==> config.mk <==
export PLATFORM = sky130hd
export DESIGN_NAME = credit_link
export DESIGN_NICKNAME = d
export VERILOG_FILES = /design/src/rtl/cl_pkg.sv /design/src/rtl/cl_delay_line.sv /design/src/rtl/cl_credit_tx.sv /design/src/rtl/cl_rx_buffer.sv /design/src/rtl/credit_link.sv
export SDC_FILE = /design/constraint.sdc
export NUM_CORES = 1
export LEC_CHECK = 0
export BUFFER_PORTS_ARGS = -buffer_cell sky130_fd_sc_hd__buf_4
export CAP_MARGIN = 15
export CORE_MARGIN = 2
export CORE_UTILIZATION = 40
export DETAILED_ROUTE_END_ITERATION = 16
export PLACE_DENSITY_LB_ADDON = 0.25
export REMOVE_ABC_BUFFERS = 1
export SKIP_LAST_GASP = 1
export SLEW_MARGIN = 20
export SYNTH_ARGS = -nofsm -noshare
export SYNTH_HDL_FRONTEND = slang
export SYNTH_SLANG_ARGS = --single-unit
==> constraint.sdc <==
create_clock -name clk -period 3.8 [get_ports clk]
set_clock_uncertainty 0.1 [all_clocks]
set_input_delay 0.38 -clock clk [delete_from_list [all_inputs] [get_ports clk]]
set_output_delay 0.38 -clock clk [all_outputs]
set_load 0.02 [all_outputs]
==> src/rtl/cl_pkg.sv <==
package cl_pkg;

   // Number of bits needed to hold the values 0 .. max_val.
   function automatic int unsigned count_bits(int unsigned max_val);
      return (max_val < 1) ? 1 : $clog2(max_val + 1);
   endfunction

   // Index width for a storage of the given number of entries.
   function automatic int unsigned index_bits(int unsigned entries);
      return (entries < 2) ? 1 : $clog2(entries);
   endfunction

   // Circular increment for storages whose size need not be a power of two.
   function automatic int unsigned wrap_inc(int unsigned idx, int unsigned entries);
      return (idx + 1 >= entries) ? 0 : idx + 1;
   endfunction

endpackage

==> src/rtl/cl_delay_line.sv <==
module cl_delay_line #(
   parameter int unsigned W      = 8,
   parameter int unsigned STAGES = 2
) (
   input  logic                clk,
   input  logic                rst_n,
   input  logic                in_valid,
   input  logic [W-1:0]        in_data,
   output logic                out_valid,
   output logic [W-1:0]        out_data,
   output logic [(STAGES>0 ? STAGES : 1)-1:0] occ_vec
);

   generate
      if (STAGES == 0) begin : g_wire
         assign out_valid = in_valid;
         assign out_data  = in_data;
         assign occ_vec   = '0;
      end else begin : g_regs
         logic [STAGES-1:0] vld_q;
         logic [W-1:0]      dat_q [STAGES];

         always_ff @(posedge clk or negedge rst_n) begin
            if (!rst_n) begin
               vld_q <= '0;
            end else begin
               vld_q[0] <= in_valid;
               for (int i = 1; i < STAGES; i++) begin
                  vld_q[i] <= vld_q[i-1];
               end
            end
         end

         // Payload registers load only with a valid beat to save toggles.
         always_ff @(posedge clk) begin
            if (in_valid) dat_q[0] <= in_data;
         end

         for (genvar s = 1; s < STAGES; s++) begin : g_stage
            always_ff @(posedge clk) begin
               if (vld_q[s-1]) dat_q[s] <= dat_q[s-1];
            end
         end

         assign out_valid = vld_q[STAGES-1];
         assign out_data  = dat_q[STAGES-1];
         assign occ_vec   = vld_q;
      end
   endgenerate

endmodule

==> src/rtl/cl_credit_tx.sv <==
module cl_credit_tx #(
   parameter int unsigned W     = 8,
   parameter int unsigned DEPTH = 4,
   localparam int unsigned CW   = cl_pkg::count_bits(DEPTH)
) (
   input  logic          clk,
   input  logic          rst_n,
   input  logic          src_valid,
   input  logic [W-1:0]  src_data,
   output logic          src_ready,
   input  logic          crd_in,
   output logic          lnk_valid,
   output logic [W-1:0]  lnk_data,
   output logic [CW-1:0] credits
);

   logic [CW-1:0] avail;
   logic          fire;

   // A credit arriving this cycle may be spent this cycle.
   assign avail     = credits + CW'(crd_in);
   assign src_ready = (avail != '0);
   assign fire      = src_valid & src_ready;
   assign lnk_valid = fire;
   assign lnk_data  = src_data;

   always_ff @(posedge clk or negedge rst_n) begin
      if (!rst_n) begin
         credits <= CW'(DEPTH);
      end else begin
         credits <= avail - CW'(fire);
      end
   end

endmodule

==> src/rtl/cl_rx_buffer.sv <==
module cl_rx_buffer #(
   parameter int unsigned W     = 8,
   parameter int unsigned DEPTH = 4,
   localparam int unsigned AW   = cl_pkg::index_bits(DEPTH),
   localparam int unsigned CW   = cl_pkg::count_bits(DEPTH)
) (
   input  logic          clk,
   input  logic          rst_n,
   input  logic          push,
   input  logic [W-1:0]  push_data,
   output logic          out_valid,
   output logic [W-1:0]  out_data,
   input  logic          out_ready,
   output logic          pop,
   output logic          full,
   output logic [CW-1:0] level
);

   logic [W-1:0]  mem [DEPTH];
   logic [AW-1:0] wr_idx;
   logic [AW-1:0] rd_idx;

   assign out_valid = (level != '0);
   assign full      = (level == CW'(DEPTH));
   assign out_data  = mem[rd_idx];
   assign pop       = out_valid & out_ready;

   always_ff @(posedge clk) begin
      if (push) mem[wr_idx] <= push_data;
   end

   always_ff @(posedge clk or negedge rst_n) begin
      if (!rst_n) begin
         wr_idx <= '0;
         rd_idx <= '0;
         level  <= '0;
      end else begin
         if (push) wr_idx <= AW'(cl_pkg::wrap_inc(32'(wr_idx), DEPTH));
         if (pop)  rd_idx <= AW'(cl_pkg::wrap_inc(32'(rd_idx), DEPTH));
         level <= level + CW'(push) - CW'(pop);
      end
   end

endmodule

==> src/rtl/credit_link.sv <==
module credit_link #(
   parameter int unsigned DATA_W = 16,
   parameter int unsigned LAT    = 3,
   parameter int unsigned DEPTH  = 2 * LAT
) (
   input  logic              clk,
   input  logic              rst_n,
   input  logic              src_valid,
   input  logic [DATA_W-1:0] src_data,
   output logic              src_ready,
   output logic              dst_valid,
   output logic [DATA_W-1:0] dst_data,
   input  logic              dst_ready
);

   // Forward: LAT-1 wire stages plus the buffer write make LAT cycles.
   localparam int unsigned FWD_ST = (LAT > 0) ? LAT - 1 : 0;
   localparam int unsigned FVW    = (FWD_ST > 0) ? FWD_ST : 1;
   // Reverse: LAT stages; the sender spends an arriving credit at once.
   localparam int unsigned REV_ST = LAT;
   localparam int unsigned RVW    = (REV_ST > 0) ? REV_ST : 1;
   localparam int unsigned CW     = cl_pkg::count_bits(DEPTH);

   generate
      if (LAT < 1) begin : g_bad_lat
         $error("credit_link: LAT must be at least 1");
      end
      if (DEPTH < 2 * LAT) begin : g_bad_depth
         $error("credit_link: DEPTH must be at least 2*LAT for full rate");
      end
   endgenerate

   logic              lnk_valid;
   logic [DATA_W-1:0] lnk_data;
   logic              fwd_valid;
   logic [DATA_W-1:0] fwd_data;
   logic [FVW-1:0]    fwd_occ;
   logic              rx_pop;
   logic              rx_full;
   logic [CW-1:0]     rx_level;
   logic              rev_valid;
   logic [0:0]        rev_tok;
   logic [RVW-1:0]    rev_occ;
   logic              crd_in;
   logic [CW-1:0]     tx_credits;

   assign crd_in = rev_valid & rev_tok[0];

   cl_credit_tx #(.W(DATA_W), .DEPTH(DEPTH)) u_tx (
      .clk       (clk),
      .rst_n     (rst_n),
      .src_valid (src_valid),
      .src_data  (src_data),
      .src_ready (src_ready),
      .crd_in    (crd_in),
      .lnk_valid (lnk_valid),
      .lnk_data  (lnk_data),
      .credits   (tx_credits)
   );

   cl_delay_line #(.W(DATA_W), .STAGES(FWD_ST)) u_fwd (
      .clk       (clk),
      .rst_n     (rst_n),
      .in_valid  (lnk_valid),
      .in_data   (lnk_data),
      .out_valid (fwd_valid),
      .out_data  (fwd_data),
      .occ_vec   (fwd_occ)
   );

   cl_rx_buffer #(.W(DATA_W), .DEPTH(DEPTH)) u_rx (
      .clk       (clk),
      .rst_n     (rst_n),
      .push      (fwd_valid),
      .push_data (fwd_data),
      .out_valid (dst_valid),
      .out_data  (dst_data),
      .out_ready (dst_ready),
      .pop       (rx_pop),
      .full      (rx_full),
      .level     (rx_level)
   );

   cl_delay_line #(.W(1), .STAGES(REV_ST)) u_rev (
      .clk       (clk),
      .rst_n     (rst_n),
      .in_valid  (rx_pop),
      .in_data   (1'b1),
      .out_valid (rev_valid),
      .out_data  (rev_tok),
      .occ_vec   (rev_occ)
   );

endmodule

==> results of run 1 <==
[metrics by stage]
step / hold slack, ns / area (sq um)
3_5_place_dp: 0.163 / 6090
3_3_place_gp: 0.160 / 6090
2_1_floorplan: -0.0156 / 5510
4_1_cts: 0.0207 / 6810
5_1_grt: 0.0211 / 6810
6_report: 0.0437 / 6810
[sequential cells by signal, indices dropped and copies added (netlist names)]
register,count
u_fwd.g_regs.dat_q,32
u_fwd.occ_vec,2
u_rev.g_regs.dat_q,3
u_rev.occ_vec,3
u_rx.level,3
u_rx.mem,96
u_rx.rd_idx,3
u_rx.wr_idx,3
u_tx.credits,3
[layer usage]
layer	global-route usage [%]	wire length (um)	share of wire, %	vias up
li1	-	-	-	1243
met1	16.7	4110	44	1333
met2	22.9	4830	52	34
met3	3.90	249	2.7	18
met4	6.03	157	1.7	0
met5	0	0	0	-
[Yosys cell counts (all sizes together) (2+ instances only)]
library cell / number / share of area, %
mux2i: 17 / 3.0
o31ai: 3 / 0.40
and2: 2 / 0.22
nor3: 4 / 0.36
or3: 2 / 0.22
dfstp: 2 / 0.94
xnor2: 3 / 0.47
dfrtp: 15 / 6.7
edfxtp: 130 / 70
ha: 10 / 2.2
nand2b: 3 / 0.34
inv: 12 / 0.81
a21oi: 19 / 1.7
o21ai: 2 / 0.18
buf: 8 / 1.1
a32o: 2 / 0.36
nor2: 25 / 1.7
xor2: 2 / 0.31
nor2b: 2 / 0.22
clkbuf: 4 / 0.27
nand2: 4 / 0.27
mux4: 16 / 6.8
[timing repair]
action / in CTS / in global routing
hold buffers: 1 / 0
setup endpoints to repair: 0 / 0
hold endpoints to repair: 17 / 0
resized for setup: 0 / 0
[cells by family after synthesis]
group	Yosys count	synth area share [%]
AND/OR/NAND/NOR	44	3.56
flip-flops	148	77.8
XOR/XNOR	5	0.783
multiplexers	33	9.89
buffers and inverters	24	2.22
adder cells (fa/ha/maj)	11	2.60
AO/OA/AOI/OAI	30	3.13
[layout make-up]
type / count / area [sq um] / area share, %
Timing Repair Buffer: 42 / 330 / 4.85
Tap cell: 180 / 225 / 3.31
Sequential cell: 148 / 4350 / 64.0
Inverter: 12 / 45.0 / 0.662
Multi-Input combinational cell: 123 / 1140 / 16.8
Clock buffer: 18 / 429 / 6.31
Clock inverter: 14 / 280 / 4.12
[layout by cell type (no fill, tap or decap), types with 2 or more instances in the layout]
cell type / instances
ha_1: 10
bufinv_16: 8
a32o_1: 2
and2_1: 2
nor2_1: 23
clkinv_2: 2
nand2_1: 4
o31ai_1: 3
clkbuf_16: 17
mux4_1: 6
dfstp_2: 2
dfrtp_1: 14
xnor2_1: 3
clkinv_4: 2
mux4_2: 10
nor2_2: 2
buf_4: 40
edfxtp_1: 130
o21ai_0: 2
mux2i_1: 17
nor3_1: 2
nor3_4: 2
nand2b_1: 3
a21oi_1: 19
inv_1: 12
or3_1: 2
xor2_1: 2
nor2b_1: 2
[where the power goes]
part,leakage (nW),switching (W),internal [W]
Clock,0.346,0.000608,0.00136
Sequential,1.41,0.000329,0.00225
Combinational,0.717,0.000862,0.000717
[worst paths after layout]
kind,startpoint,endpoint,slack (ns)
min,src_data[0],u_fwd.g_regs.dat_q[0][0],0.04
max reg2reg,u_rev.occ_vec[2],u_tx.credits[2],0.99
min in group asynchronous,rst_n,u_rx.level[2],0.28
max,u_rx.rd_idx[0],dst_data[4],0.96
min reg2reg,u_rev.occ_vec[1],u_rev.occ_vec[2],0.29
max in group asynchronous,rst_n,u_tx.credits[1],3.06
==> results.ini, run 1 <==
[routing]
drc = 0
drt-wirelength-per-cell_um = 17.4
vias_per_cell = 4.89
antenna_left = 0
wl_um = 9340
num_vias = 2628
drt-pass1-iter-count = 4
drtIter0Drc = 128

[sta]
hold_viol = 0
finalSetupTns_ns = 0
layout_setup_ws_ns = 0.956
period_share_pct = 74.8
slew_viol_final = 0
finalSetupViolations = 0
period_needed_ns = 2.84
tightest_slew_ns = 1.00
rsz0062_at_grt = no
timing.slew.headroom_pct = 33.0
clock.fmax_mhz = 352

[clocking]
cts_max_path_buffers = 2
cts_buffers = 17
clkLatencyLatePin_ns = 0.41
cts_tree = yes
post_cts_buffers = 0
cts.sinks = 148
path_clk_slew_ns = 0.06
root_buffer = clkbuf_16
cts-htree-levels = 4

[yosys]
synth_area_sq_mm = 0.00559
ys.flop_type = edfxtp_1
synth_cells = 295
ys_async_sr_fraction_pct = 11.5
synth_edf_count = 130
yosysWarnings = 0
syn_avg_cell_area_sq_um = 19.0
seq_area_frac_synth_pct = 77.8
yosysUniqueCellTypes = 35
ys_seq_elements = 148

[setup_path]
r2r_cells = 9
arrival_ns = 2.36
cp_slowest_cell = dfrtp_2
critPathRequiredTime_ns = 3.32
path_max_fanout = 20
path_delay_family = flip-flops
path_class = register to output port
crit_chain = buf_12 > mux4_1 > nor2_1 > a21oi_1 > buf_4
critical_path_buf_inv_count = 2
crit_cells = 5
critPathLaunchType = register
critPathCaptureType = output port
slowest_delay_ns = 0.73

[grt]
grt_pass1_vias = 2723
grt_overflow = 0
track_usage_pct = 13.7
antenna_found_initial = 0
grt_max_degree = 22
grt_pass1_wl_um = 14500

[die]
initial_core_util_pct = 40.6
dieWidth_um = 122
die_height_um = 122
core_sq_mm = 0.0138
rows = 43
io_pins = 38
die_area_sq_mm = 0.0149

[power_and_ir_drop]
p_per_area_mw_per_mm2 = 901
power.total_w = 0.00613
ir_drop_mv = 0.442
p_leak_nw = 2.47

[final_layout]
fin_cells = 537
diodes = 0
utilization_pct = 49.4
fin_nets = 375
drive_gt1_share_pct = 24.6
nFillCells = 1160
synthToLayoutAreaGrowth_pct = 21.7

[worst_hold_path]
hold_class = input pin to register
hold_depth = 1

[job]
max_cap_viol_count = 0

[placed_design]
dpl.hpwl_um = 5490
place_ws_ns = 0.983
dp_cells = 504
port_buffers = 37
gp_congestion = 0.664

[status]
status = completed

Note: power is estimated with default switching activity, not from simulation.
==> inputs of run 2 (changes only) <==
ABC_AREA = 1   (was default)
clock period = 2.4 ns   (was 3.8 ns; I/O delays follow)
==> run 2 against run 1 <==
Compared with the run above: synthesized area is 1.7% higher; worst setup slack worse by 0.83 ns; die area grew 1.6%; sequential cell count unchanged; critical path type unchanged; largest power group unchanged.
==> results.ini, run 2 <==
[status]
status = completed

[yosys]
synth_top_family_by_area = simple AND/OR/NAND/NOR gates
ys_seq_elements = 148  ; unchanged
yosysWarnings = 0  ; unchanged
synth_mux_area_share_pct = 0  ; -9.9 points
synth_edf_count = 130  ; unchanged
yosysTopAreaCellShare_pct = 68.7  ; -1.1 points
synth_cells = 413  ; +40%
ys_async_sr_fraction_pct = 11.5  ; unchanged
syn_avg_cell_area_sq_um = 13.8  ; -27%
synth_fa_ha_area_share_pct = 2.55  ; -0.042 points
seq_area_frac_synth_pct = 76.6  ; -1.3 points
yosysMostFrequentCell = edfxtp_1
yosys-top-cells-count = 130 x edfxtp_1, 87 x nand2_1, 58 x nand3_1, 24 x nor2_1, 23 x o21ai_0
ys.flop_type = edfxtp_1
yosys-top-cells-area = edfxtp_1 69%, dfrtp_1 6.6%, nand2_1 5.7%, nand3_1 5.1%, ha_1 2.2%
yosysUniqueCellTypes = 25  ; -29%
synth_compound_area_share_pct = 3.26  ; +0.13 points
synth_xor_xnor_area_share_pct = 0.616  ; -0.17 points
synth_top_area_cell = edfxtp_1
synthSimpleGateAreaFrac_pct = 12.9  ; +9.3 points
synth_area_sq_mm = 0.00568  ; +1.7%

[routing]
antenna_left = 0  ; unchanged
num_vias = 3295  ; +25%
wl_um = 10800  ; +15%
drt-pass1-iter-count = 5  ; +1
drc = 0  ; unchanged
drtIter0Drc = 352  ; +180%
drt-wirelength-per-cell_um = 15.8  ; -9.2%
vias_per_cell = 4.83  ; -1.3%

[setup_path]
path_max_fanout = 12  ; -40%
critPathLaunchType = register
path_class = register to output port
critPathCaptureType = output port
arrival_ns = 1.93  ; -0.43 ns
critPathRequiredTime_ns = 2.06  ; -1.26 ns

[final_layout]
fin_nets = 520  ; +39%
synthToLayoutAreaGrowth_pct = 21.2
fin_cells = 682  ; +27%
drive_gt1_share_pct = 17.9  ; -6.7 points
regMostFlops = u_rx.mem
mostFrequentLayoutCells = 130 x edfxtp_1, 87 x nand2_1, 58 x nand3_1, 56 x buf_4, 24 x nor2_1
diodes = 0  ; unchanged
largestRegisters = u_rx.mem (96), u_fwd.g_regs.dat_q (32)
largest_reg_flops = 96  ; unchanged
final_common_cell = edfxtp_1

[placed_design]
dp_cells = 632  ; +25%
gp_congestion = 0.721  ; +8.5%
dpl.hpwl_um = 6530  ; +19%
port_buffers = 37  ; unchanged

[power_and_ir_drop]
power_frac_seq_pct = 42.4  ; +0.3 points
p_comb_share_pct = 32.5  ; +6.8 points
p_leak_nw = 2.64  ; +6.9%
ir_drop_mv = 0.612  ; +39%
p_per_area_mw_per_mm2 = 1330  ; +48%
clkPwrFrac_pct = 25.2  ; -6.9 points
intPower_w = 0.00602  ; +39%
p_switching_w = 0.00316  ; +76%
p_sw_share_pct = 34.4  ; +5.1 points

[grt]
grt_pass1_wl_um = 17100  ; +18%
grt_max_degree = 50  ; +130%
grt_pass1_vias = 3288  ; +21%
antenna_found_initial = 0  ; unchanged
track_usage_pct = 15.6  ; +1.9 points
grt_overflow = 0  ; unchanged

[job]
max_cap_viol_count = 0  ; unchanged

[sta]
rsz0062_at_grt = no
period_share_pct = 94.7
tightest_slew_ns = 0.507  ; -0.498 ns
finalSetupViolations = 0  ; unchanged
timing.hold.ws_ns = 0.105  ; +0.0608 ns
slew_viol_final = 0  ; unchanged
period_needed_ns = 2.27
clock.fmax_mhz = 440
timing.slew.headroom_pct = 66.2  ; +33 points
finalSetupTns_ns = 0  ; unchanged
hold_viol = 0  ; unchanged

[clocking]
cts_tree = yes
ctsResizeCount = 0  ; unchanged
cts.sinks = 148  ; unchanged
root_buffer = clkbuf_16
cts_max_path_buffers = 2  ; unchanged
path_clk_slew_ns = 0.06  ; about the same
cts-htree-levels = 4  ; unchanged
clkLatencyLatePin_ns = 0.41  ; about the same
cts_buffers = 17  ; unchanged

[die]
io_pins = 38  ; unchanged
core_sq_mm = 0.0139  ; +0.78%
rows = 43  ; unchanged
die_area_sq_mm = 0.0152  ; +1.6%
die_height_um = 123  ; +0.80%
dieWidth_um = 123  ; +0.80%
initial_core_util_pct = 41.0  ; +0.35 points

[worst_hold_path]
hold_class = input pin to register

[run 2: cell types whose count changed after synthesis, sizes merged, moves of 4 or more]
cell	previous run	this run
mux4	16	0
o21ai	2	37
nand2	4	89
a21oi	19	0
clkbuf	4	0
mux2i	17	0
nand3	0	58
nor3	4	0
inv	12	23
buf	8	17
[run 2: path summary, 6_finish.rpt]
| kind | slack (ns) | from | to | cells past startpoint |
|---|---|---|---|---|
| max | 0.13 | u_rx.rd_idx[2] | dst_data[3] | 4 |
| min | 0.10 | src_valid | u_tx.credits[0] | 5 |
| max reg2reg | 0.21 | u_rx.level[1] | u_rx.level[2] | 10 |
| min reg2reg | 0.29 | u_rev.occ_vec[1] | u_rev.occ_vec[2] | 0 |
| max in group asynchronous | 1.82 | rst_n | u_tx.credits[1] | 2 |
| min in group asynchronous | 0.13 | rst_n | u_rev.occ_vec[2] | 2 |
[run 2: repair_timing]
action | 4_1_cts | 5_1_grt
setup buffers | 0 | 0
endpoints found under the hold margin | 34 | 0
hold buffers | 18 | 0
[run 2: kinds of logic (layout without fill, tap and decap cells)]
| kind of cell | after synthesis | after routing |
|---|---|---|
| fa+ha+maj | 11 | 11 |
| compound gates | 37 | 37 |
| xor+xnor | 4 | 4 |
| buf+inv | 40 | 129 |
| flops | 148 | 148 |
| simple gates | 173 | 173 |
[run 2: critical path, cell delays in order (launching register included)]
cell,delay (ns)
dfrtp_1,0.65
buf_4,0.30
o21ai_0,0.10
o21ai_0,0.27
buf_4,0.20
[run 2: per-layer routing]
| metal | part of all wire, % | up-vias | GRT usage [%] |
|---|---|---|---|
| li1 | - | 1605 | - |
| met1 | 44 | 1574 | 19.7 |
| met2 | 48 | 92 | 24.7 |
| met3 | 5.0 | 24 | 4.29 |
| met4 | 2.8 | 0 | 8.10 |
| met5 | 0 | - | 0 |
[run 2: metrics by stage]
step	instance area [sq um]	power (W)	setup WS (ns)	util, %
5_1_grt	6890	0.00975	0.0102	49.6
6_report	6890	0.00918	0.127	49.6
3_5_place_dp	6190	0.00696	0.230	44.6
2_1_floorplan	5540	0.00562	0.0614	-
3_3_place_gp	6190	0.00687	0.305	44.6
4_1_cts	6890	0.00932	0.0801	49.6
[run 2: final cells by class]
type                    instances  area, sq um
multi-input cells             225         1100
well taps                     180          225
clock inverters                 5         30.0
inverters                      23         93.8
repair buffers                 74          601
fillers                      1200         6990
flip-flops and latches        148         4350
clock buffers                  27          493
[run 2: power by group through the flow]
| stage | Combinational (W) | Clock (W) | Sequential, W |
|---|---|---|---|
| 2_1_floorplan | 0.00169 | 0 | 0.00392 |
| 3_3_place_gp | 0.00295 | 0 | 0.00392 |
| 3_5_place_dp | 0.00301 | 0 | 0.00395 |
| 4_1_cts | 0.00305 | 0.00238 | 0.00389 |
| 5_1_grt | 0.00332 | 0.00247 | 0.00395 |
| 6_report | 0.00298 | 0.00231 | 0.00389 |
